--- config.mk ---
export PLATFORM = sky130hd
export DESIGN_NAME = pio_slave
export DESIGN_NICKNAME = d
export VERILOG_FILES = /design/src/rtl/pio_pkg.sv /design/src/rtl/pio_decode.sv /design/src/rtl/pio_bus_hs.sv /design/src/rtl/pio_regs.sv /design/src/rtl/pio_slave.sv
export SDC_FILE = /design/constraint.sdc
export NUM_CORES = 1
export LEC_CHECK = 0
export CORE_MARGIN = 4
export CORE_UTILIZATION = 41
export CTS_BUF_LIST = sky130_fd_sc_hd__clkbuf_4 sky130_fd_sc_hd__clkbuf_8
export DETAILED_ROUTE_END_ITERATION = 10
export PLACE_DENSITY = 0.72
export SYNTH_ARGS = -nofsm -noshare
export SYNTH_HDL_FRONTEND = slang
export SYNTH_HIERARCHICAL = 1
export SYNTH_SLANG_ARGS = --single-unit
--- constraint.sdc ---
create_clock -name clk -period 3.9 [get_ports clk]
set_input_delay 0.39 -clock clk [delete_from_list [all_inputs] [get_ports clk]]
set_output_delay 0.39 -clock clk [all_outputs]
set_load 0.1 [all_outputs]
--- src/rtl/pio_pkg.sv ---
package pio_pkg;
  localparam int BUS_W = 16;
  localparam int EXT_W = 12;
  localparam logic [BUS_W-1:0] ADR_STATUS  = 16'hF920;
  localparam logic [BUS_W-1:0] ADR_CONTROL = 16'hF926;
  localparam logic [BUS_W-1:0] ADR_DATA    = 16'hF928;
  localparam int PEND_BIT = 0;
  localparam int IEN_BIT  = 0;

  typedef enum logic [1:0] {
    SEL_NONE = 2'd0,
    SEL_STAT = 2'd1,
    SEL_CTRL = 2'd2,
    SEL_DATA = 2'd3
  } pio_sel_e;

  typedef struct packed {
    logic     fire;
    logic     wr;
    pio_sel_e sel;
  } pio_acc_t;
endpackage

--- src/rtl/pio_decode.sv ---
module pio_decode
  import pio_pkg::*;
#(
  parameter int AW = BUS_W
) (
  input  logic          cyc,
  input  logic [AW-1:0] addr,
  input  logic          wr_n,
  input  logic          busy,
  output pio_acc_t      acc
);
  localparam int NREG = 3;
  localparam logic [AW-1:0] MAP [NREG] = '{ADR_STATUS, ADR_CONTROL, ADR_DATA};
  localparam pio_sel_e SELS [NREG] = '{SEL_STAT, SEL_CTRL, SEL_DATA};

  logic [NREG-1:0] hit;

  for (genvar g = 0; g < NREG; g++) begin : g_match
    assign hit[g] = (addr == MAP[g]);
  end

  always_comb begin
    acc.sel = SEL_NONE;
    for (int k = 0; k < NREG; k++) begin
      if (hit[k]) acc.sel = SELS[k];
    end
    acc.fire = cyc && !busy && (acc.sel != SEL_NONE);
    acc.wr   = !wr_n;
  end
endmodule

--- src/rtl/pio_bus_hs.sv ---
module pio_bus_hs (
  input  logic clk,
  input  logic rst_n,
  input  logic cyc,
  input  logic fire,
  output logic busy,
  output logic done_n
);
  always_ff @(posedge clk or negedge rst_n) begin
    if (!rst_n)    busy <= 1'b0;
    else if (fire) busy <= 1'b1;
    else if (!cyc) busy <= 1'b0;
  end

  assign done_n = !busy;
endmodule

--- src/rtl/pio_regs.sv ---
module pio_regs
  import pio_pkg::*;
#(
  parameter int DW = BUS_W,
  parameter int XW = EXT_W
) (
  input  logic          clk,
  input  logic          rst_n,
  input  pio_acc_t      acc,
  input  logic [DW-1:0] wdata,
  output logic [DW-1:0] rdata,
  input  logic          in_valid,
  input  logic [XW-1:0] in_word,
  output logic          in_ready,
  output logic [XW-1:0] out_word,
  output logic          out_stb,
  output logic          pend,
  output logic          ien
);
  localparam int PADW = DW - XW;

  logic [DW-1:0] ctrl_q;
  logic [XW-1:0] in_q;
  logic [XW-1:0] out_q;
  logic          pend_q;
  logic          stb_q;
  logic [DW-1:0] rd_q;

  logic wr_stat, wr_ctrl, wr_data, rd_any, rd_data, take;

  assign wr_stat  = acc.fire &&  acc.wr && (acc.sel == SEL_STAT);
  assign wr_ctrl  = acc.fire &&  acc.wr && (acc.sel == SEL_CTRL);
  assign wr_data  = acc.fire &&  acc.wr && (acc.sel == SEL_DATA);
  assign rd_any   = acc.fire && !acc.wr;
  assign rd_data  = rd_any && (acc.sel == SEL_DATA);
  assign in_ready = !pend_q && !wr_stat;
  assign take     = in_valid && in_ready;

  always_ff @(posedge clk or negedge rst_n) begin
    if (!rst_n) begin
      ctrl_q <= '0;
      out_q  <= '0;
      stb_q  <= 1'b0;
    end else begin
      stb_q <= 1'b0;
      if (wr_stat) begin
        ctrl_q <= '0;
        out_q  <= '0;
      end
      if (wr_ctrl) ctrl_q <= wdata;
      if (wr_data) begin
        out_q <= wdata[XW-1:0];
        stb_q <= 1'b1;
      end
    end
  end

  always_ff @(posedge clk or negedge rst_n) begin
    if (!rst_n) begin
      pend_q <= 1'b0;
      in_q   <= '0;
    end else begin
      if (take) begin
        pend_q <= 1'b1;
        in_q   <= in_word;
      end else if (wr_stat || rd_data) begin
        pend_q <= 1'b0;
      end
    end
  end

  always_ff @(posedge clk or negedge rst_n) begin
    if (!rst_n) rd_q <= '0;
    else if (rd_any) begin
      unique case (acc.sel)
        SEL_STAT: begin
          rd_q <= '0;
          rd_q[PEND_BIT] <= pend_q;
        end
        SEL_CTRL: rd_q <= ctrl_q;
        SEL_DATA: rd_q <= {{PADW{1'b0}}, in_q};
        default:  rd_q <= '0;
      endcase
    end
  end

  assign rdata    = rd_q;
  assign out_word = out_q;
  assign out_stb  = stb_q;
  assign pend     = pend_q;
  assign ien      = ctrl_q[IEN_BIT];
endmodule

--- src/rtl/pio_slave.sv ---
module pio_slave
  import pio_pkg::*;
(
  input  logic             clk,
  input  logic             rst_n,
  input  logic             bus_cyc,
  input  logic [BUS_W-1:0] bus_addr,
  input  logic             bus_wr_n,
  input  logic [BUS_W-1:0] bus_wdata,
  output logic [BUS_W-1:0] bus_rdata,
  output logic             bus_done_n,
  output logic             irq_l1,
  input  logic             ext_in_valid,
  input  logic [EXT_W-1:0] ext_in_word,
  output logic             ext_in_ready,
  output logic [EXT_W-1:0] ext_out_word,
  output logic             ext_out_stb
);
  pio_acc_t acc;
  logic     busy;
  logic     pend;
  logic     ien;

  pio_decode #(.AW(BUS_W)) u_dec (
    .cyc  (bus_cyc),
    .addr (bus_addr),
    .wr_n (bus_wr_n),
    .busy (busy),
    .acc  (acc)
  );

  pio_bus_hs u_hs (
    .clk    (clk),
    .rst_n  (rst_n),
    .cyc    (bus_cyc),
    .fire   (acc.fire),
    .busy   (busy),
    .done_n (bus_done_n)
  );

  pio_regs #(.DW(BUS_W), .XW(EXT_W)) u_regs (
    .clk      (clk),
    .rst_n    (rst_n),
    .acc      (acc),
    .wdata    (bus_wdata),
    .rdata    (bus_rdata),
    .in_valid (ext_in_valid),
    .in_word  (ext_in_word),
    .in_ready (ext_in_ready),
    .out_word (ext_out_word),
    .out_stb  (ext_out_stb),
    .pend     (pend),
    .ien      (ien)
  );

  assign irq_l1 = pend && ien;
endmodule

# --- After elaboration in Yosys (flattened, before gate mapping) ---
# Cells that the tools add are included.
word_totals:
  regBits: 59
  latch_bits: 0
  mem_bits_rw: 0
  romBits: 0
  in_bits: 49
  out_inout_bits: 32
  wordCells: 47
  memories: 0
classes:
  add_sub_neg: 0
  mul: 0
  div_mod_pow: 0
  magnitude_cmp: 0
  eq_ne: 7
  shifts: 0
  mux: 13
  bitwise: 0
  reduce_logical: 20
ops:
  columns: ["cell", "count"]
  rows:
  - ["16-bit equality test, second input constant", 3]
  - ["16-bit one-hot mux with 3 select lines", 1]
  - ["16-bit 2-to-1 mux", 2]
  - ["12-bit 2-to-1 mux", 2]
  - ["1-bit logical AND", 11]
  - ["2-bit nonzero test", 4]
  - ["1-bit 2-to-1 mux", 6]
  - ["2-bit equality test, second input constant", 2]
  - ["1-bit logical NOT", 4]
  - ["2-bit 2-to-1 mux", 2]
  - ["2-bit by 1-bit equality test with 1-bit output, second input constant", 1]
  - ["2-bit by 1-bit != test with 1-bit output, second input constant", 1]
  - ["1-bit logical OR", 1]

# --- Longest topological paths before layout ---
# Gate-level depths: netlist of the first run.
depth:
  ltp_word: 12
  mapped_depth: 9
  mapped_depth_nobuf: 6

# --- Hierarchy ---
# Netlist of the first run, hierarchy kept.
modules_own_cells:
  columns: ["module", "instances", "cells_each", "area_each_um2", "seq_area_each_um2"]
  rows:
  - ["pio_regs", 1, 195, 2432.3, 1451.4]
  - ["pio_decode", 1, 14, 110.1, 0.0]
  - ["pio_bus_hs", 1, 3, 36.3, 25.0]
  - ["pio_slave", 1, 1, 6.3, 0.0]

# --- Worst setup path after synthesis of the first run ---
# No wires, ideal clock.
synth_timing:
  path_type: "input to output"
  from: "input bus_addr[7]"
  to: "output ext_in_ready"
  arrival_ns: 2.765
  t_required_ns: 3.510
  setup_slack_ns: 0.745
  stages: 7
  path_buffers: 2
  cell_sequence: "and4bb_1 > nand4_2 > a21oi_1 > buf_6 > clkbuf_1 > nor2_1 > nor2_1"
synth_lines:
  columns: ["element", "line", "text"]
  rows:
  - ["start: declaration", "pio_slave.sv:7", "input logic [BUS_W-1:0] bus_addr,"]
  - ["end: declaration", "pio_slave.sv:15", "output logic ext_in_ready,"]

==> flow_summary.ini, run 1 <==
[clock_network]
numCtsBuffers = 9
post_cts_buffers = 0
htreeDepth = 3
cts.repair.resized = 0
cts-root-buf = clkbuf_8
tritoncts = built
cts_sinks = 59
clk_pin_slew_ns = 0.07
clk_latency_ns = 0.33
clockBufferDepth = 2
cts_hold_buf = 0

[synth]
synth_cell_types = 36
synth_fp_nets = 262
synth_warnings = 6
synth-edff-count = 0
synthesis.instances = 213
synth_area_um2 = 2580
seq_area_frac_synth_pct = 57.1
synth-seq-cells = 59
avgSynthCellArea_um2 = 12.1
async_reset_ff_share_pct = 100
synthFlopType = dfrtp_1

[timing]
max_freq_mhz = 343
setup_viol = 0
worst_slew_pin_slew_ns = 1.01
skew_ns = 0.00651
slew_headroom_pct = 32.3
period_needed_ns = 2.91
min_period_over_period_pct = 74.7
drv_slew = 0
fin_ws_ns = 0.985
tns_ns = 0
hold_viol = 0
rsz0062_at_grt = no

[layout]
fin_cells = 375
syn_to_final_growth_pct = 40.4
finish.instance_area_um2 = 3630
antenna_cells = 0
nNetsFinal = 344
drive_gt1_share_pct = 15.3
fillCellCount = 519

[placed_design]
place_inst = 359
placed_area_um2 = 3400
post-place-ws_ns = 0.741
dp_hpwl_mm = 4.12
place_congestion = 0.785
port_buffers = 80

[floorplan]
io_pins = 81
die_h_um = 87.4
fp.dieW_um = 87.4
initial_core_util_pct = 42.9
std_cell_rows = 28
coreArea_um2 = 6030
die-area_um2 = 7640

[detailed_routing]
vias = 1866
drt_iter0_drc = 115
drt-total-wl_mm = 6.02
wire_per_inst_um = 16.1
vias_per_cell = 4.98
dr.pass1.iters = 4
drcViolationCount = 0
ant_nets = 0

[job]
maxCapViolCount = 0

[grt]
grtUsageTotal_pct = 17.3
gr-total-overflow = 0
grt_max_degree = 60
antenna_found_initial = 0
grt_pass1_vias = 1928
grt_pass1_wl_mm = 9.88

[setup_path]
cp_max_fo = 27
cp_num_buf_inv = 3
start_kind = input port
endpoint_kind = output port
slowest_stage = clkdlybuf4s50_1
cp_top_family = simple AND/OR/NAND/NOR gates
critPathMaxStageDelay_ns = 0.39
arrival_ns = 2.52
required_ns = 3.51
cp_cell_sequence = clkdlybuf4s50_1, and4bb_1, nand4_2, a2111oi_2, buf_4, nand3_4, nor2_1, nor2_1, buf_4
crit_type = input port to output port

[power]
peakVddDrop_uv = 219
power.leakage_nw = 1.58
cellPowerDensity_nw_per_um2 = 371

[outcome]
outcome = completed

[min_path]
hold_class = input port to asynchronous set/reset pin
## cells in the mapped netlist, types with 2 or more instances
cell type	instances	area share [%]
nand2_1	38	5.5
nor2b_1	2	0.48
buf_6	4	1.7
buf_2	3	0.58
and2b_1	2	0.58
mux2_2	3	1.3
a22o_1	20	6.8
dfrtp_1	59	57
mux2_4	10	5.8
mux2i_1	12	4.6
nor2_1	8	1.2
clkbuf_1	3	0.44
inv_1	4	0.58
o21ai_0	23	4.5
## final timing paths
| kind | start | end | slack (ns) | depth (start not counted) |
|---|---|---|---|---|
| min in group clk | u_regs/rdata[9] | u_regs/rdata[9] | 0.48 | 2 |
| max in group asynchronous | rst_n | u_regs/in_q[3] | 3.22 | 2 |
| max reg2reg | u_hs/busy | u_regs/in_q[0] | 1.75 | 5 |
| min reg2reg | u_regs/rdata[9] | u_regs/rdata[9] | 0.48 | 2 |
| max | bus_addr[7] | ext_in_ready | 0.99 | 9 |
| min | rst_n | u_regs/rdata[15] | 0.19 | 2 |
## logic make-up (layout without fill, tap and decap cells)
| logic type | count (synthesis) | after routing | share of synthesized area (%) |
|---|---|---|---|
| multiplexers | 25 | 25 | 11.8 |
| buffers and inverters | 17 | 104 | 4.60 |
| AND/OR/NAND/NOR | 62 | 62 | 12.4 |
| XOR/XNOR | 1 | 1 | 0.629 |
| flip-flops | 59 | 59 | 57.1 |
| AO/OA/AOI/OAI | 49 | 49 | 13.5 |
## metal layers
layer / track usage, % / wire length (um) / part of all wire (%) / vias to the layer above
met1: 22.7 / 2630 / 44 / 888
met3: 6.81 / 482 / 8.0 / 6
met5: 0 / 0 / 0 / -
met4: 4.88 / 66 / 1.1 / 0
met2: 26.6 / 2850 / 47 / 64
li1: - / - / - / 908
## placed cells by master (no fill, tap or decap), types with 2 or more instances in the layout
cell / instances
mux2_2: 3
dfrtp_1: 59
nand2_1: 38
clkdlybuf4s50_1: 78
a22o_1: 20
and2b_1: 2
bufinv_16: 2
clkinv_2: 2
nor2_1: 7
inv_1: 4
clkbuf_8: 10
o21ai_0: 23
buf_4: 5
mux2i_1: 12
mux2_4: 10
nor2b_1: 2
## sequential cells by signal, indices dropped and copies added, names as in the netlist
signal	count
u_regs/ctrl_q	16
u_regs/pend	1
u_regs/out_word	12
u_hs/busy	1
u_regs/in_q	12
u_regs/rdata	16
u_regs/out_stb	1
## through the flow
step | util [%] | power [mW] | hold WS (ns)
5_1_grt | 60.2 | 1.41 | 0.252
2_1_floorplan | - | 0.669 | 0.0944
3_5_place_dp | 56.5 | 0.739 | 0.473
3_3_place_gp | 56.5 | 0.738 | 0.465
6_report | 60.2 | 1.35 | 0.195
4_1_cts | 60.2 | 1.37 | 0.215
## where the power goes
group,total (mW),internal [mW],switching (mW)
combinational,0.0920,0.0629,0.0290
sequential,0.635,0.626,0.00823
clock,0.622,0.378,0.244
## layout make-up
cell class | instances | area (um^2) | share of cell area [%]
Tap cell | 75 | 93.8 | 2.59
Clock buffer | 10 | 138 | 3.79
Sequential cell | 59 | 1480 | 40.7
Multi-Input combinational cell | 137 | 996 | 27.4
Timing Repair Buffer | 84 | 823 | 22.7
Clock inverter | 6 | 87.6 | 2.41
Inverter | 4 | 15.0 | 0.414
Power figures use the tool's default switching activity.
==> run 2, diff against run 1 <==
clock period = 2.76 ns   (was 3.9 ns; I/O delays follow)
==> flow_summary.ini, run 2 (synthesized netlist as in run 1, its figures left out) <==
[detailed_routing]
vias = 1895
wire_per_inst_um = 16.3
dr.pass1.iters = 4
drt_iter0_drc = 91
ant_nets = 0
drcViolationCount = 0
vias_per_cell = 4.97
drt-total-wl_mm = 6.20

[timing]
drv_slew = 0
period_needed_ns = 2.46
min_period_over_period_pct = 89.1
worst_slew_pin_slew_ns = 0.593
max_freq_mhz = 407
rsz0062_at_grt = no
setup_viol = 0
slew_headroom_pct = 60.5
hold_viol = 0
tns_ns = 0
skew_ns = 0.00650

[setup_path]
arrival_ns = 2.18
cp_max_fo = 7
endpoint_kind = output port
start_kind = input port
crit_type = input port to output port
required_ns = 2.48

[power]
peakVddDrop_uv = 317
power.leakage_nw = 1.67
clockPowerShare_pct = 44.3
cellPowerDensity_nw_per_um2 = 511
combPwrFrac_pct = 7.2
power_switching_mw = 0.384
p_seq_share_pct = 48.5
intPower_mw = 1.46
swShare_pct = 20.8

[clock_network]
clk_latency_ns = 0.33
clockBufferDepth = 2
cts_sinks = 59
tritoncts = built
cts-root-buf = clkbuf_8
numCtsBuffers = 9
htreeDepth = 3
clk_pin_slew_ns = 0.06

[layout]
nNetsFinal = 350
syn_to_final_growth_pct = 39.8
drive_gt1_share_pct = 27.1
fillCellCount = 514
fin_cells = 381
finish.instance_area_um2 = 3610
final_cell_mix = dfrtp_1, clkdlybuf4s50_1, buf_4
antenna_cells = 0
final_common_cell = dfrtp_1

[grt]
grtUsageTotal_pct = 17.6
grt_pass1_vias = 2002
gr-total-overflow = 0
antenna_found_initial = 0
grt_pass1_wl_mm = 10.1
grt_max_degree = 37

[floorplan]
io_pins = 81
fp.dieW_um = 87.4
die_h_um = 87.4
initial_core_util_pct = 42.9
coreArea_um2 = 6030
std_cell_rows = 28
die-area_um2 = 7640

[placed_design]
dp_hpwl_mm = 4.50
place_inst = 364
placed_area_um2 = 3390
place_congestion = 0.761
port_buffers = 80

[job]
maxCapViolCount = 0

[outcome]
outcome = completed

[min_path]
hold_class = input port to asynchronous set/reset pin
## run 2: worst max-delay path, cell delays in order
cell	delay, ns
clkdlybuf4s50_1	0.39
and4bb_1	0.27
nand4_2	0.16
a2111oi_2	0.37
buf_4	0.22
nand3_4	0.11
nor2_1	0.15
nor2_2	0.06
buf_12	0.17
## run 2: final cells by class
class	count	area [um^2]	area share, %
Timing Repair Buffer	90	818	22.6
Tap cell	75	93.8	2.60
Multi-Input combinational cell	137	998	27.6
Clock buffer	12	165	4.57
Inverter	4	15.0	0.415
Clock inverter	4	47.5	1.32
Sequential cell	59	1480	40.8
## run 2: final timing paths
kind	from	endpoint	slack, ns	depth (start not counted)
min	rst_n	u_regs/rdata[12]	0.47	2
min in group clk	u_regs/out_word[3]	u_regs/out_word[3]	0.48	2
min reg2reg	u_regs/out_word[3]	u_regs/out_word[3]	0.48	2
max	bus_addr[7]	ext_in_ready	0.30	9
max reg2reg	u_hs/busy	u_regs/in_q[9]	0.99	6
max in group asynchronous	rst_n	u_regs/ctrl_q[8]	1.44	3
## run 2: what timing repair did
item                      CTS  global route
hold endpoints to repair   23             0
buffers inserted            0             0
hold buffers                1             0
gates resized for setup     0             0
## run 2: metrics by stage
| stage | utilization (%) | worst slack, ns | hold slack [ns] | power (mW) |
|---|---|---|---|---|
| detailed placement | 56.3 | 0.124 | 0.290 | 1.04 |
| global route | 60.0 | 0.192 | 0.515 | 1.93 |
| global placement | 56.3 | 0.183 | 0.293 | 1.04 |
| finish | 60.0 | 0.301 | 0.473 | 1.85 |
| floorplan | - | 0.285 | -0.0196 | 0.946 |
| CTS | 60.0 | 0.296 | 0.476 | 1.86 |
## run 2: power by group through the flow
stage / logic [mW] / registers [mW] / clock network [mW]
finish: 0.132 / 0.896 / 0.818
global route: 0.143 / 0.899 / 0.887
CTS: 0.134 / 0.896 / 0.834
detailed placement: 0.133 / 0.912 / 0
global placement: 0.131 / 0.912 / 0
floorplan: 0.0365 / 0.909 / 0
## run 2: per-layer routing
metal  vias up  global-route usage [%]  routed length, um
met3         6                    3.50                340
met4         0                    7.11                 55
met5         -                       0                  0
li1        922                       -                  -
met1       912                    23.4               2780
met2        55                    28.3               3020
